==> src/rtl/tmon_pkg.sv <==
package tmon_pkg;
  localparam int DATA_W = 16;
  localparam int CODE_W = 10;
  localparam int ADDR_W = 7;

  localparam logic [ADDR_W-1:0] A_PEAK_HI = 7'h00;
  localparam logic [ADDR_W-1:0] A_PEAK_LO = 7'h01;
  localparam logic [ADDR_W-1:0] A_TRIP    = 7'h02;
  localparam logic [ADDR_W-1:0] A_RELEASE = 7'h03;
  localparam logic [ADDR_W-1:0] A_CTRL    = 7'h04;

  localparam int CTRL_PD_BIT  = 0;
  localparam int CTRL_CLR_BIT = 1;
endpackage

==> src/rtl/tmon_peak.sv <==
module tmon_peak #(
  parameter int DW = tmon_pkg::DATA_W
) (
  input  logic          clk,
  input  logic          rst_n,
  input  logic          smp_valid,
  input  logic [DW-1:0] smp_word,
  input  logic          clr,
  output logic [DW-1:0] hi_word,
  output logic [DW-1:0] lo_word
);
  logic [DW-1:0] peak_q [2];

  // Lane 0 tracks the maximum, lane 1 the minimum.
  for (genvar g = 0; g < 2; g++) begin : g_lane
    localparam logic [DW-1:0] RST_V = (g == 0) ? '0 : '1;
    logic [DW-1:0] base;
    logic          take;
    assign base = clr ? RST_V : peak_q[g];
    assign take = smp_valid && ((g == 0) ? (smp_word > base) : (smp_word < base));
    always_ff @(posedge clk) begin
      if (!rst_n)    peak_q[g] <= RST_V;
      else if (take) peak_q[g] <= smp_word;
      else           peak_q[g] <= base;
    end
  end

  assign hi_word = peak_q[0];
  assign lo_word = peak_q[1];

  a_r3_max_monotonic: assert property (@(posedge clk) disable iff (!rst_n)
    !clr |=> hi_word >= $past(hi_word));
  a_r4_min_monotonic: assert property (@(posedge clk) disable iff (!rst_n)
    !clr |=> lo_word <= $past(lo_word));
  a_r10_clear_no_sample: assert property (@(posedge clk) disable iff (!rst_n)
    (clr && !smp_valid) |=> (hi_word == '0 && lo_word == '1));
endmodule

==> src/rtl/tmon_alarm.sv <==
module tmon_alarm #(
  parameter int DW = tmon_pkg::DATA_W
) (
  input  logic          clk,
  input  logic          rst_n,
  input  logic          smp_valid,
  input  logic [DW-1:0] smp_word,
  input  logic [DW-1:0] trip_word,
  input  logic [DW-1:0] rel_word,
  output logic          alarm
);
  logic [DW-1:0] eff_rel;
  logic          alarm_q;

  // With inverted limits, the trip level also serves as release level.
  assign eff_rel = (trip_word <= rel_word) ? trip_word : rel_word;

  always_ff @(posedge clk) begin
    if (!rst_n) alarm_q <= 1'b0;
    else if (smp_valid) begin
      if (!alarm_q)                alarm_q <= (smp_word > trip_word);
      else if (smp_word < eff_rel) alarm_q <= 1'b0;
    end
  end
  assign alarm = alarm_q;

  a_r5_trip_sets: assert property (@(posedge clk) disable iff (!rst_n)
    (smp_valid && smp_word > trip_word) |=> alarm);
  a_r6_hold_without_sample: assert property (@(posedge clk) disable iff (!rst_n)
    (!smp_valid) |=> $stable(alarm));
  a_r6_hold_above_release: assert property (@(posedge clk) disable iff (!rst_n)
    (alarm && smp_valid && smp_word >= rel_word && smp_word >= trip_word) |=> alarm);
endmodule

==> src/rtl/tmon_regs.sv <==
module tmon_regs #(
  parameter int          DW        = tmon_pkg::DATA_W,
  parameter int          AW        = tmon_pkg::ADDR_W,
  parameter logic [15:0] TRIP_INIT = 16'hCA40,
  parameter logic [15:0] REL_INIT  = 16'hBD80,
  parameter logic        PD_INIT   = 1'b0
) (
  input  logic          clk,
  input  logic          rst_n,
  input  logic          reg_en,
  input  logic          reg_we,
  input  logic [AW-1:0] reg_addr,
  input  logic [DW-1:0] reg_wdata,
  output logic [DW-1:0] reg_rdata,
  output logic          reg_rdy,
  input  logic [DW-1:0] hi_word,
  input  logic [DW-1:0] lo_word,
  output logic [DW-1:0] trip_word,
  output logic [DW-1:0] rel_word,
  output logic          pd_en,
  output logic          peak_clr
);
  import tmon_pkg::*;

  logic          wr;
  logic [DW-1:0] rd_mux;

  assign wr       = reg_en && reg_we;
  assign peak_clr = wr && (reg_addr == A_CTRL) && reg_wdata[CTRL_CLR_BIT];

  always_comb begin
    rd_mux = '0;
    unique case (reg_addr)
      A_PEAK_HI: rd_mux = hi_word;
      A_PEAK_LO: rd_mux = lo_word;
      A_TRIP:    rd_mux = trip_word;
      A_RELEASE: rd_mux = rel_word;
      A_CTRL:    rd_mux[CTRL_PD_BIT] = pd_en;
      default:   rd_mux = '0;
    endcase
  end

  always_ff @(posedge clk) begin
    if (!rst_n) begin
      trip_word <= TRIP_INIT;
      rel_word  <= REL_INIT;
      pd_en     <= PD_INIT;
      reg_rdy   <= 1'b0;
      reg_rdata <= '0;
    end else begin
      reg_rdy   <= reg_en;
      reg_rdata <= reg_en ? rd_mux : '0;
      if (wr) begin
        if (reg_addr == A_TRIP)    trip_word <= reg_wdata;
        if (reg_addr == A_RELEASE) rel_word  <= reg_wdata;
        if (reg_addr == A_CTRL)    pd_en     <= reg_wdata[CTRL_PD_BIT];
      end
    end
  end

  a_r8_rdy_follows_en: assert property (@(posedge clk) disable iff (!rst_n)
    reg_en |=> reg_rdy);
  a_r8_no_rdy_without_en: assert property (@(posedge clk) disable iff (!rst_n)
    !reg_en |=> (!reg_rdy && reg_rdata == '0));
  a_r9_we_ignored_idle: assert property (@(posedge clk) disable iff (!rst_n)
    !reg_en |=> ($stable(trip_word) && $stable(rel_word) && $stable(pd_en)));
endmodule

==> src/rtl/temp_monitor.sv <==
module temp_monitor #(
  parameter int          DW        = tmon_pkg::DATA_W,
  parameter int          CW        = tmon_pkg::CODE_W,
  parameter int          AW        = tmon_pkg::ADDR_W,
  parameter logic [15:0] TRIP_INIT = 16'hCA40,
  parameter logic [15:0] REL_INIT  = 16'hBD80,
  parameter logic        PD_INIT   = 1'b0
) (
  input  logic          clk,
  input  logic          rst_n,
  input  logic          smp_valid,
  output logic          smp_ready,
  input  logic [DW-1:0] smp_data,
  input  logic          reg_en,
  input  logic          reg_we,
  input  logic [AW-1:0] reg_addr,
  input  logic [DW-1:0] reg_wdata,
  output logic [DW-1:0] reg_rdata,
  output logic          reg_rdy,
  output logic          over_temp,
  output logic          pwr_down_req
);
  localparam logic [DW-1:0] CODE_MASK = {{CW{1'b1}}, {(DW-CW){1'b0}}};

  logic [DW-1:0] smp_m, trip_word, rel_word, hi_word, lo_word;
  logic          pd_en, peak_clr, alarm, rdy_q;

  always_ff @(posedge clk) begin
    if (!rst_n) rdy_q <= 1'b0;
    else        rdy_q <= 1'b1;
  end
  assign smp_ready = rdy_q | rst_n;
  assign smp_m     = smp_data & CODE_MASK;

  tmon_peak #(.DW(DW)) u_peak (
    .clk(clk), .rst_n(rst_n), .smp_valid(smp_valid), .smp_word(smp_m),
    .clr(peak_clr), .hi_word(hi_word), .lo_word(lo_word)
  );

  tmon_alarm #(.DW(DW)) u_alarm (
    .clk(clk), .rst_n(rst_n), .smp_valid(smp_valid), .smp_word(smp_m),
    .trip_word(trip_word & CODE_MASK), .rel_word(rel_word & CODE_MASK),
    .alarm(alarm)
  );

  tmon_regs #(.DW(DW), .AW(AW), .TRIP_INIT(TRIP_INIT), .REL_INIT(REL_INIT),
              .PD_INIT(PD_INIT)) u_regs (
    .clk(clk), .rst_n(rst_n), .reg_en(reg_en), .reg_we(reg_we),
    .reg_addr(reg_addr), .reg_wdata(reg_wdata), .reg_rdata(reg_rdata),
    .reg_rdy(reg_rdy), .hi_word(hi_word), .lo_word(lo_word),
    .trip_word(trip_word), .rel_word(rel_word), .pd_en(pd_en),
    .peak_clr(peak_clr)
  );

  assign over_temp    = alarm;
  assign pwr_down_req = alarm & pd_en;

  a_r2_always_ready: assert property (@(posedge clk) disable iff (!rst_n)
    smp_ready);
  a_r10_clear_keeps_alarm: assert property (@(posedge clk) disable iff (!rst_n)
    (peak_clr && !smp_valid) |=> $stable(over_temp));
  a_r7_pd_needs_alarm: assert property (@(posedge clk) disable iff (!rst_n)
    !over_temp |-> !pwr_down_req);
endmodule

==> config.mk <==
export PLATFORM = sky130hd
export DESIGN_NAME = temp_monitor
export DESIGN_NICKNAME = d
export VERILOG_FILES = /design/src/rtl/tmon_pkg.sv /design/src/rtl/tmon_peak.sv /design/src/rtl/tmon_alarm.sv /design/src/rtl/tmon_regs.sv /design/src/rtl/temp_monitor.sv
export SDC_FILE = /design/constraint.sdc
export NUM_CORES = 1
export LEC_CHECK = 0
export BUFFER_PORTS_ARGS = -buffer_cell sky130_fd_sc_hd__buf_4
export CAP_MARGIN = 10
export CORE_UTILIZATION = 59
export CTS_CLUSTER_SIZE = 12
export DETAILED_ROUTE_END_ITERATION = 8
export PLACE_DENSITY = 0.92
export SYNTH_ARGS = -nofsm -noshare
export SYNTH_HDL_FRONTEND = slang
export SYNTH_SLANG_ARGS = --single-unit
export TNS_END_PERCENT = 20
==> constraint.sdc <==
create_clock -name clk -period 4.5 [get_ports clk]
set_clock_uncertainty 0.1 [all_clocks]
set_input_delay 0.225 -clock clk [delete_from_list [all_inputs] [get_ports clk]]
set_output_delay 0.225 -clock clk [all_outputs]
set_load 0.05 [all_outputs]
==> impl_metrics.env <==
export IMPL_n_fill_cell=590
export IMPL_power_frac_seq=0.516
export IMPL_clkPwrFrac=0.321
export IMPL_area_growth_pct=16.48
export IMPL_instances_no_fill=724
export IMPL_crit_fanout=21
export IMPL_internal_power_mw=1.144
export IMPL_grt_overflow=0
export IMPL_total_power_mw=1.627
export IMPL_switching_share=0.2966
export IMPL_hold_viol=0
export IMPL_cts_setup_buffers=0
export IMPL_ys_types=47
export IMPL_avgSynthCellArea_um2=9.621
export IMPL_rsz0062_at_grt="false"
export IMPL_p_leak_nw=2.565
export IMPL_comb_power_share=0.163
export IMPL_holdWs_ns=0.001867
export IMPL_wire_per_inst_um=18.02
export IMPL_place_inst=699
export IMPL_crit_arrival_ns=3.46
export IMPL_hpwlAfterDp_mm=9.375
export IMPL_async_flop_share=0
export IMPL_grt_pass1_vias=4371
export IMPL_layout_commonest_cell="buf_4"
export IMPL_ir_drop_v=0.0001458
export IMPL_dieHeight_um=95.41
export IMPL_dr_total_vias=4548
export IMPL_switchingPower_mw=0.4826
export IMPL_clockBufferDepth=2
export IMPL_finalSetupViolCount=0
export IMPL_synthCells=535
export IMPL_dr_first_iter_drc_count=474
export IMPL_cap_violations=0
export IMPL_finalSetupTns_ns=0
export IMPL_antenna_found_initial=0
export IMPL_initial_core_util=0.6172
export IMPL_max_freq_ghz=0.2870
export IMPL_finish_net_count=707
export IMPL_worst_pin_slew_ns=1.111
export IMPL_fin_crit_ns=3.484
export IMPL_num_rows=33
export IMPL_timing_final_max_slew_violations=0
export IMPL_synth_warnings=0
export IMPL_ys_seq_elements=84
export IMPL_grt_max_degree=95
export IMPL_antenna_left=0
export IMPL_status="finished clean"
export IMPL_slew_headroom=0.2585
export IMPL_clk_pin_slew_ns=0.11
export IMPL_io_pins=64
export IMPL_cts_sinks=84
export IMPL_worstSetupPathType="in2reg"
export IMPL_via_per_inst=6.282
export IMPL_synth_edf_count=32
export IMPL_layout_drive_gt1_share=0.1680
export IMPL_postCtsHoldBufs=9
export IMPL_ys_seq_area_frac=0.3889
export IMPL_die_w_um=95.41
export IMPL_gp_congestion=0.9032
export IMPL_clk_latency_ns=0.38
export IMPL_cts_resized_gates=0
export IMPL_cts_root_buf="clkbuf_8"
export IMPL_cp_data_required_time_ns=4.47
export IMPL_post_route_util=0.7189
export IMPL_min_path_type="in2reg"
export IMPL_numCtsBuffers=9
export IMPL_grtUsageTotal=0.3072
export IMPL_cp_start_kind="input pin"
export IMPL_wl_mm=13.04
export IMPL_dieArea_um2=9102
export IMPL_firstDrtPassIters=5
export IMPL_end_kind="flop"
export IMPL_grt_pass1_wl_mm=20.80
export IMPL_cts_max_level=3
export IMPL_antenna_cells=0
export IMPL_ys_flop_type="dfxtp_1"
export IMPL_p_per_area_nw_per_um2=271.3
export IMPL_post_route_period_util=0.7742
export IMPL_fp_coreArea_um2=8341
export IMPL_io_buffer_count=57
export IMPL_cts_tree="done"
export IMPL_final_cell_mix="buf_4, nand2_1, dfxtp_1"
export IMPL_synth_area_um2=5147
export IMPL_drc=0
[metal layers]
layer  up-vias  wire length (um)  GRT usage
li1       2122                 -          -
met1      2114              5259     0.4019
met2       269              6124     0.4976
met3        43              1245    0.05024
met4         0               414     0.1443
met5         -                 0          0
[stage by stage]
step                      setup WS (ns)  instance area [um^2]
after floorplan                  0.9683                  5264
after global placement           0.7503                  5723
after detailed placement         0.6670                  5723
after CTS                         1.059                  5996
after global routing             0.8423                  5996
final                             1.016                  5996
[final timing paths]
| kind | startpoint | end | slack (ns) | depth (start not counted) |
|---|---|---|---|---|
| max | reg_addr[3] | u_peak.peak_q[1][0] | 1.02 | 12 |
| min | reg_wdata[4] | u_regs.rel_word[4] | 0.002 | 3 |
| max reg2reg | u_regs.rel_word[14] | u_alarm.alarm | 1.17 | 15 |
| min reg2reg | u_regs.rel_word[0] | u_regs.rel_word[0] | 0.38 | 2 |
[registers in the layout, indices dropped and copies added, names as in the netlist]
name,flops
u_regs.rel_word,16
u_regs.reg_rdy,1
u_regs.pd_en,1
u_peak.peak_q,32
u_regs.reg_rdata,16
u_alarm.alarm,1
u_regs.trip_word,16
rdy_q,1
[final cells by class]
type,count,area [um^2],area share
multi-input combinational,423,3027,0.5048
sequential,84,2002,0.3339
timing repair buffer,72,563.0,0.09391
tap,105,131.4,0.02191
clock buffer,9,123.9,0.02066
inverter,24,90.09,0.01503
clock inverter,7,58.81,0.009808
[cell usage after synthesis (all sizes together) (2+ instances only)]
| master | n | area [um^2] |
|---|---|---|
| nor2 | 31 | 118.9 |
| a221o | 3 | 30.03 |
| dfxtp | 52 | 1041 |
| inv | 24 | 90.09 |
| nor3 | 14 | 70.07 |
| o211ai | 13 | 97.59 |
| a211oi | 4 | 30.03 |
| nand2b | 11 | 68.82 |
| nand2 | 60 | 225.2 |
| o311a | 10 | 100.1 |
| and4 | 4 | 35.03 |
| mux4 | 15 | 337.8 |
| a211o | 2 | 17.52 |
| and3 | 18 | 112.6 |
| a31oi | 10 | 62.56 |
| and2 | 9 | 56.31 |
| nand4 | 28 | 175.2 |
| a21oi | 24 | 120.1 |
| mux2 | 3 | 33.78 |
| a21o | 7 | 52.55 |
| o21ai | 23 | 115.1 |
| or4 | 2 | 18.77 |
| ha | 49 | 613.1 |
| buf | 13 | 66.31 |
| mux2i | 12 | 120.1 |
| nand3 | 4 | 20.02 |
| clkbuf | 22 | 82.58 |
| edfxtp | 32 | 960.9 |
| nor2b | 15 | 93.84 |
| or2 | 2 | 12.51 |
| a21boi | 9 | 67.56 |
[power by group through the flow]
stage | Clock [mW] | Combinational, mW | Sequential, mW
2_1_floorplan | 0 | 0.168 | 0.852
3_3_place_gp | 0 | 0.236 | 0.854
3_5_place_dp | 0 | 0.251 | 0.855
4_1_cts | 0.520 | 0.259 | 0.838
5_1_grt | 0.557 | 0.289 | 0.842
6_report | 0.523 | 0.265 | 0.839
[cells by family after synthesis]
kind of cell               Yosys count  share of synthesized area
other                                1                  0.0007285
DFF                                 84                     0.3889
buffers and inverters               59                    0.04643
and+or+nand+nor                    200                     0.2018
muxes                               30                    0.09553
adders and majority gates           49                     0.1191
AOI/OAI and AO/OA                  112                     0.1475
[worst max-delay path: stages]
cell and delay (ns):
buf_4 0.11, or4_4 0.56, nor4_4 0.34, buf_4 0.29
nor2_1 0.11, ha_1 0.19, a21o_1 0.15, a21o_1 0.17
a221o_1 0.37, a41o_1 0.46, a21oi_1 0.34, o21ai_0 0.14
Note: power is estimated with default switching activity, not from simulation.
